File: src/rtl/patt_majority_pkg.sv
package patt_majority_pkg;

  // Threshold mode chosen from the three miss-select lines
  typedef enum logic [1:0] {
    THR_OFF   = 2'd0,
    THR_MISS0 = 2'd1,
    THR_MISS1 = 2'd2,
    THR_MISS2 = 2'd3
  } thr_mode_e;

  // The most permissive selection wins; nothing selected means off
  function automatic thr_mode_e pick_mode(input logic m0, input logic m1, input logic m2);
    thr_mode_e r;
    if (m2)      r = THR_MISS2;
    else if (m1) r = THR_MISS1;
    else if (m0) r = THR_MISS0;
    else         r = THR_OFF;
    return r;
  endfunction

  // Number of misses a mode tolerates
  function automatic int allowed_miss(input thr_mode_e md);
    int r;
    case (md)
      THR_MISS0: r = 0;
      THR_MISS1: r = 1;
      THR_MISS2: r = 2;
      default:   r = -1;
    endcase
    return r;
  endfunction

endpackage

File: src/rtl/patt_thr_eval.sv
module patt_thr_eval
  import patt_majority_pkg::*;
#(
  parameter int NL = 8
) (
  input  logic [NL-1:0] hits,
  input  thr_mode_e     mode,
  input  logic          need_l0,
  output logic          pass
);
  localparam int CNT_W = $clog2(NL + 1);

  logic [CNT_W-1:0] cnt;
  int               miss_ok;

  always_comb begin
    cnt = '0;
    for (int i = 0; i < NL; i++) begin
      cnt = cnt + CNT_W'(hits[i]);
    end
  end

  always_comb begin
    miss_ok = allowed_miss(mode);
    if (miss_ok < 0) begin
      pass = 1'b0;
    end else begin
      pass = (int'(cnt) >= (NL - miss_ok)) && (!need_l0 || hits[0]);
    end
  end

endmodule

File: src/rtl/patt_dis_bit.sv
module patt_dis_bit (
  input  logic clk,
  input  logic wl,
  input  logic set_i,
  input  logic clr_i,
  output logic dis_q
);
  // Storage bit with no reset: it keeps its value through init
  always_ff @(posedge clk) begin
    if (wl && set_i)      dis_q <= 1'b1;
    else if (wl && clr_i) dis_q <= 1'b0;
  end

endmodule

File: src/rtl/patt_majority.sv
module patt_majority
  import patt_majority_pkg::*;
#(
  parameter int NL = 8
) (
  input  logic          clk,
  input  logic          init,
  input  logic [NL-1:0] layer_hits,
  input  logic          miss0_sel,
  input  logic          miss1_sel,
  input  logic          miss2_sel,
  input  logic          need_layer0,
  input  logic          force_rd,
  input  logic          block_rd,
  input  logic          wl,
  input  logic          dis_set,
  input  logic          dis_clr,
  input  logic          rd_ack,
  output logic          match_q,
  output logic          rd_flag
);
  thr_mode_e mode;
  logic      cnt_pass;
  logic      dis_q;
  logic      match_d;

  assign mode = pick_mode(miss0_sel, miss1_sel, miss2_sel);

  patt_thr_eval #(.NL(NL)) thr_i (
    .hits    (layer_hits),
    .mode    (mode),
    .need_l0 (need_layer0),
    .pass    (cnt_pass)
  );

  patt_dis_bit dis_i (
    .clk   (clk),
    .wl    (wl),
    .set_i (dis_set),
    .clr_i (dis_clr),
    .dis_q (dis_q)
  );

  // Priority: block-read, then pattern disable, then force, then count
  always_comb begin
    if (block_rd)      match_d = 1'b0;
    else if (dis_q)    match_d = 1'b0;
    else if (force_rd) match_d = 1'b1;
    else               match_d = cnt_pass;
  end

  always_ff @(posedge clk) begin
    if (init) begin
      match_q <= 1'b0;
      rd_flag <= 1'b0;
    end else begin
      match_q <= match_d;
      if (match_d)     rd_flag <= 1'b1;
      else if (rd_ack) rd_flag <= 1'b0;
    end
  end

endmodule

File: config.mk
export PLATFORM = sky130hd
export DESIGN_NAME = patt_majority
export DESIGN_NICKNAME = d
export VERILOG_FILES = /design/src/rtl/patt_majority_pkg.sv /design/src/rtl/patt_thr_eval.sv /design/src/rtl/patt_dis_bit.sv /design/src/rtl/patt_majority.sv
export SDC_FILE = /design/constraint.sdc
export NUM_CORES = 1
export LEC_CHECK = 0
export BUFFER_PORTS_ARGS = -buffer_cell sky130_fd_sc_hd__buf_2
export CORE_MARGIN = 1
export CORE_UTILIZATION = 25
export CTS_BUF_LIST = sky130_fd_sc_hd__clkbuf_16
export DETAILED_ROUTE_END_ITERATION = 10
export HOLD_SLACK_MARGIN = 0.06
export PLACE_DENSITY = 0.58
export SLEW_MARGIN = 20
export SYNTH_ARGS = -nofsm -noshare
export SYNTH_HDL_FRONTEND = slang
export SYNTH_SLANG_ARGS = --single-unit
File: constraint.sdc
create_clock -name clk -period 4 [get_ports clk]
set_clock_uncertainty 0.05 [all_clocks]
set_input_delay 0.8 -clock clk [delete_from_list [all_inputs] [get_ports clk]]
set_output_delay 0.8 -clock clk [all_outputs]
set_load 0.02 [all_outputs]
==> flow_metrics.tcl, run 1 <==
set metrics [dict create \
    ant_nets 0 \
    route.detailed.drc 6 \
    drt_iter0_markers 8 \
    routed_wl_um 796 \
    die_h_um 43.5 \
    ir_drop_mv 0.216 \
    synth-compound-area-share 0.183 \
    syn-num-nets 79 \
    path_cells "buf_2 -> ha_1 -> inv_1 -> fa_1 -> fa_1 -> fa_1 -> fa_2 -> xnor2_2 -> ha_1 -> a211oi_2 -> o21ai_2 -> a21oi_2 -> nor4_2" \
    critPathLaunchType "primary input" \
    synth_top_family_by_area "adder cells" \
    cp.depth 13 \
    clock_latency_ps 220 \
    cp.arrival_ps 3880 \
    grt_pass1_wl_um 1270 \
    p_seq_frac 0.119 \
    r2r_start "rd_flag$_SDFFE_PP0P_" \
    dieArea_um2 1890 \
    muxShareOfSynthArea 0 \
    setup_viol 0 \
    syn_avg_cell_area_um2 8.97 \
    fmax_ghz 0.261 \
    initial_utilization 0.276 \
    cts_setup_buffers 0 \
    status "finished, violations left" \
    crit_fanout 2 \
    hp-start "dis_i.dis_q$_SDFFE_PP1P_" \
    power_mw 0.287 \
    clockBufferDepth 2 \
    cp_slowest_cell "fa_1" \
    first_global_vias 354 \
    final_cell_mix "buf_2 (21), inv_1 (13), ha_1 (7)" \
    ys_ff_latch 3 \
    die-width_um 43.5 \
    grt_max_degree 4 \
    rsz0062_at_grt "false" \
    p_sw_mw 0.0760 \
    crit_required_ps 4060 \
    swShare 0.265 \
    cts_resized 0 \
    gp_congestion 0.648 \
    hold_viol 0 \
    hold_class "reg2reg" \
    critical_path_class "in2reg" \
    area.growth.synth_to_final_pct 50.9 \
    power.leakage_nw 0.358 \
    fin_nets 105 \
    violations "design-rule violations" \
    cts_tree "done" \
    finalMaxSlewViolations 0 \
    power.density_nw_per_um2 441 \
    hpwl_um 660 \
    synth_xor_area_frac 0.0203 \
    tightestPinTransition_ps 187 \
    grt_use_total 0.0917 \
    yosysWarnings 0 \
    p_int_mw 0.211 \
    relSlewSlack 0.875 \
    cp_common_cell "fa_1" \
    crit_family "adder cells" \
    synthAdderAreaFrac 0.390 \
    vias 397 \
    clkSinkCount 3 \
    io-pin-count 22 \
    p_comb_frac 0.341 \
    fin_crit_sh 0.957 \
    synth-simple-area-share 0.154 \
    drive_gt1_frac 0.466 \
    n_antenna_cell 0 \
    dp_cells 85 \
    power_frac_clock 0.540 \
    synth_seq_area_share 0.140 \
    holdWs_ps 417 \
    gr-total-overflow 0 \
    cts-htree-levels 1 \
    hold_depth 1 \
    worstRegToRegCells 3 \
    io_buffers 21 \
    antenna_found_initial 0 \
    critPathMaxStageDelay_ps 490 \
    clk_pin_slew_ps 30 \
    fin_ws_ps 173 \
    drtPass1Iterations 7 \
    path_buf_inv 2 \
    vias_per_cell 4.46 \
    dp_slack_ps -172 \
    cap_violations 0 \
    cts_hold_buf 0 \
    cts_root_buf "clkbuf_16" \
    ys_types 20 \
    core_area_um2 1560 \
    fin_crit_ps 3830 \
    wire_per_inst_um 8.94 \
    final_common_cell "buf_2" \
    startpoint "layer_hits[0]" \
    end_kind "flip-flop" \
    cts_buffers 3 \
    finalNonFillerCells 89 \
    syn_area_um2 430 \
    rows 14 \
    synthCells 48 \
]
[through the flow]
step	cell area (um2)	TNS [ps]	utilization
3_5_place_dp	556	-289	0.356
3_3_place_gp	556	-142	0.356
5_1_grt	649	0	0.417
4_1_cts	634	0	0.407
6_report	649	0	0.417
2_1_floorplan	430	0	-
[kinds of logic after synthesis]
logic type,after synthesis
AOI/OAI and AO/OA,8
xor gates and xnor gates,1
adders and majority gates,11
buffers and inverters,13
DFF,3
and+or+nand+nor,12
[power groups by stage]
stage	clock, mW	sequential, mW	combinational (mW)
floorplan	0	0.0359	0.0661
global placement	0	0.0344	0.0876
detailed placement	0	0.0345	0.0915
CTS	0.157	0.0341	0.0922
global route	0.161	0.0343	0.113
finish	0.155	0.0341	0.0978
[cell usage after synthesis]
| cell | n | area share |
|---|---|---|
| xnor2_1 | 1 | 0.020 |
| dfxtp_1 | 3 | 0.14 |
| a211oi_2 | 1 | 0.029 |
| o221a_4 | 1 | 0.047 |
| inv_1 | 12 | 0.10 |
| a211oi_1 | 1 | 0.017 |
| nor2_1 | 3 | 0.026 |
| nor2_2 | 1 | 0.015 |
| nor4_2 | 1 | 0.029 |
| a21oi_1 | 1 | 0.012 |
| a22o_1 | 1 | 0.020 |
| nor2b_1 | 3 | 0.044 |
| nand2b_1 | 1 | 0.015 |
| nand2_1 | 3 | 0.026 |
| a21oi_2 | 1 | 0.020 |
| o21ai_2 | 1 | 0.020 |
| o21a_1 | 1 | 0.017 |
| ha_1 | 7 | 0.20 |
| inv_2 | 1 | 0.0087 |
| fa_1 | 4 | 0.19 |
[area by class of cell]
type                       count  area (um2)
timing repair buffer          21         105
inverter                      13        48.8
fill                         154         910
sequential                     3        60.1
multi-input combinational     32         337
clock buffer                   3        75.1
tap                           16        20.0
clock inverter                 1        3.75
[sequential cells by signal (all words and copies together), names as in the netlist]
name,flops
dis_i.dis_q,1
match_q,1
rd_flag,1
[path summary, 6_finish.rpt]
| path | to | slack, ps |
|---|---|---|
| setup / recovery | match_q$_SDFF_PP0_ | 170 |
| hold / removal | match_q$_SDFF_PP0_ | 420 |
| setup reg to reg | rd_flag$_SDFFE_PP0P_ | 3150 |
| hold reg to reg | match_q$_SDFF_PP0_ | 420 |
[layer usage]
layer,track usage,part of all wire,routed length [um],vias up
met3,0.0375,0.063,50,0
li1,-,-,-,203
met1,0.0870,0.39,310,177
met2,0.173,0.55,434,17
met5,0,0,0,-
met4,0.0375,0,0,0
No activity file was read; power rests on OpenSTA's default activity.
==> inputs of run 2 (changes only) <==
--- a/config.mk
+++ b/config.mk
@@ -6,12 +6,12 @@
 export NUM_CORES = 1
 export LEC_CHECK = 0
 export BUFFER_PORTS_ARGS = -buffer_cell sky130_fd_sc_hd__buf_2
-export CORE_MARGIN = 1
 export CORE_UTILIZATION = 25
 export CTS_BUF_LIST = sky130_fd_sc_hd__clkbuf_16
 export DETAILED_ROUTE_END_ITERATION = 10
 export HOLD_SLACK_MARGIN = 0.06
 export PLACE_DENSITY = 0.58
+export RECOVER_POWER = 50
 export SLEW_MARGIN = 20
 export SYNTH_ARGS = -nofsm -noshare
 export SYNTH_HDL_FRONTEND = slang
==> run 2 against run 1 <==
Against the previous run:
- the flow still finishes with violations (design-rule violations)
- worst setup slack did not move
- register-to-register slack barely moved
- fmax stayed put
- utilization decreased by 0.080 points
- sequential cell count unchanged
- total power barely moved
- final area fell by 0.19%
- global-route usage unchanged
- combinational power barely moved
- via count is the same
- largest cell class unchanged
==> flow_metrics.tcl, run 2 (synthesized netlist as in run 1, its figures left out) <==
set metrics [dict create \
    clock_latency_ps 220 \
    dp_slack_ps -172 \
    n_antenna_cell 0 \
    cts-htree-levels 1 \
    grt_pass1_wl_um 1270 \
    clockBufferDepth 2 \
    grt_max_degree 4 \
    status "finished, violations left" \
    relSlewSlack 0.835 \
    core_area_um2 1560 \
    ir_drop_mv 0.216 \
    die_h_um 43.5 \
    reg_top3 "dis_i.dis_q x1, match_q x1, rd_flag x1" \
    critPathMaxStageDelay_ps 490 \
    power.density_nw_per_um2 442 \
    rows 14 \
    power_mw 0.287 \
    fin_crit_sh 0.957 \
    cap_violations 0 \
    critical_path_class "in2reg" \
    antenna_found_initial 0 \
    die-width_um 43.5 \
    vias_per_cell 4.46 \
    first_global_vias 354 \
    area.growth.synth_to_final_pct 50.6 \
    cts_buffers 3 \
    io_buffers 21 \
    finalMaxSlewViolations 0 \
    routed_wl_um 797 \
    wire_per_inst_um 8.96 \
    io-pin-count 22 \
    clk_pin_slew_ps 30 \
    clkSinkCount 3 \
    dieArea_um2 1890 \
    holdWs_ps 417 \
    fin_nets 105 \
    cp_common_cell "fa_1" \
    gr-total-overflow 0 \
    crit_required_ps 4060 \
    tightestPinTransition_ps 248 \
    gp_congestion 0.648 \
    ant_nets 0 \
    hold_class "reg2reg" \
    crit_fanout 2 \
    drt_iter0_markers 8 \
    fmax_ghz 0.261 \
    path_cells "buf_2 -> ha_1 -> inv_1 -> fa_1 -> fa_1 -> fa_1 -> fa_2 -> xnor2_2 -> ha_1 -> a211oi_2 -> o21ai_2 -> a21oi_2 -> nor4_2" \
    power.leakage_nw 0.353 \
    fin_crit_ps 3830 \
    initial_utilization 0.276 \
    violations "design-rule violations" \
    final_cell_mix "buf_2 (20), inv_1 (13), ha_1 (7)" \
    cp.arrival_ps 3880 \
    drtPass1Iterations 7 \
    tns_ps 0 \
    route.detailed.drc 6 \
    end_kind "flip-flop" \
    setup_viol 0 \
    final_common_cell "buf_2" \
    critPathLaunchType "primary input" \
    cts_tree "done" \
    vias 397 \
    hold_viol 0 \
    drive_gt1_frac 0.452 \
    grt_use_total 0.0917 \
    hpwl_um 660 \
    rsz0062_at_grt "false" \
    fin_ws_ps 173 \
    cp_slowest_cell "fa_1" \
    nFillCells 155 \
    cts_root_buf "clkbuf_16" \
]
## run 2: report_power, final
part / internal, mW / total (mW) / leakage [nW] / switching [mW]
Sequential: 0.0326 / 0.0341 / 0.0247 / 0.00143
Clock: 0.129 / 0.155 / 0.0423 / 0.0260
Combinational: 0.0491 / 0.0977 / 0.286 / 0.0485
Total: 0.211 / 0.287 / 0.353 / 0.0760
## run 2: cell type report
cell class / instances / area (um2) / share of cell area
Timing Repair Buffer: 21 / 104 / 0.160
Sequential cell: 3 / 60.1 / 0.0927
Clock buffer: 3 / 75.1 / 0.116
Tap cell: 16 / 20.0 / 0.0309
Multi-Input combinational cell: 32 / 337 / 0.519
Clock inverter: 1 / 3.75 / 0.00579
Inverter: 13 / 48.8 / 0.0753
## run 2: repair_timing
item / in CTS / in global routing
resized for setup: 0 / 3
setup endpoints to repair: 0 / 2
hold buffers: 0 / 0
buffers inserted: 0 / 0
## run 2: per-layer routing
| layer | track usage | wire [um] |
|---|---|---|
| met1 | 0.0870 | 311 |
| met3 | 0.0375 | 51 |
| met2 | 0.173 | 434 |
| met5 | 0 | 0 |
| met4 | 0.0375 | 0 |
## run 2: final timing paths
check | slack (ps) | startpoint | cells past startpoint | endpoint
max | 170 | layer_hits[0] | 13 | match_q$_SDFF_PP0_
min | 420 | dis_i.dis_q$_SDFFE_PP1P_ | 1 | match_q$_SDFF_PP0_
max reg2reg | 3150 | rd_flag$_SDFFE_PP0P_ | 3 | rd_flag$_SDFFE_PP0P_
min reg2reg | 420 | dis_i.dis_q$_SDFFE_PP1P_ | 1 | match_q$_SDFF_PP0_
## run 2: metrics by stage
stage,instances,util,area [um2]
after global routing,89,0.416,648
final,89,0.416,648
after CTS,89,0.407,634
after detailed placement,85,0.356,556
after floorplan,48,-,430
after global placement,85,0.356,556
## run 2: critical path, delay by kind of cell
family	cells	cell delay, ps
fa+ha+maj	6	2270
simple gates	1	40
xor+xnor	1	150
buf+inv	2	140
compound gates	3	460
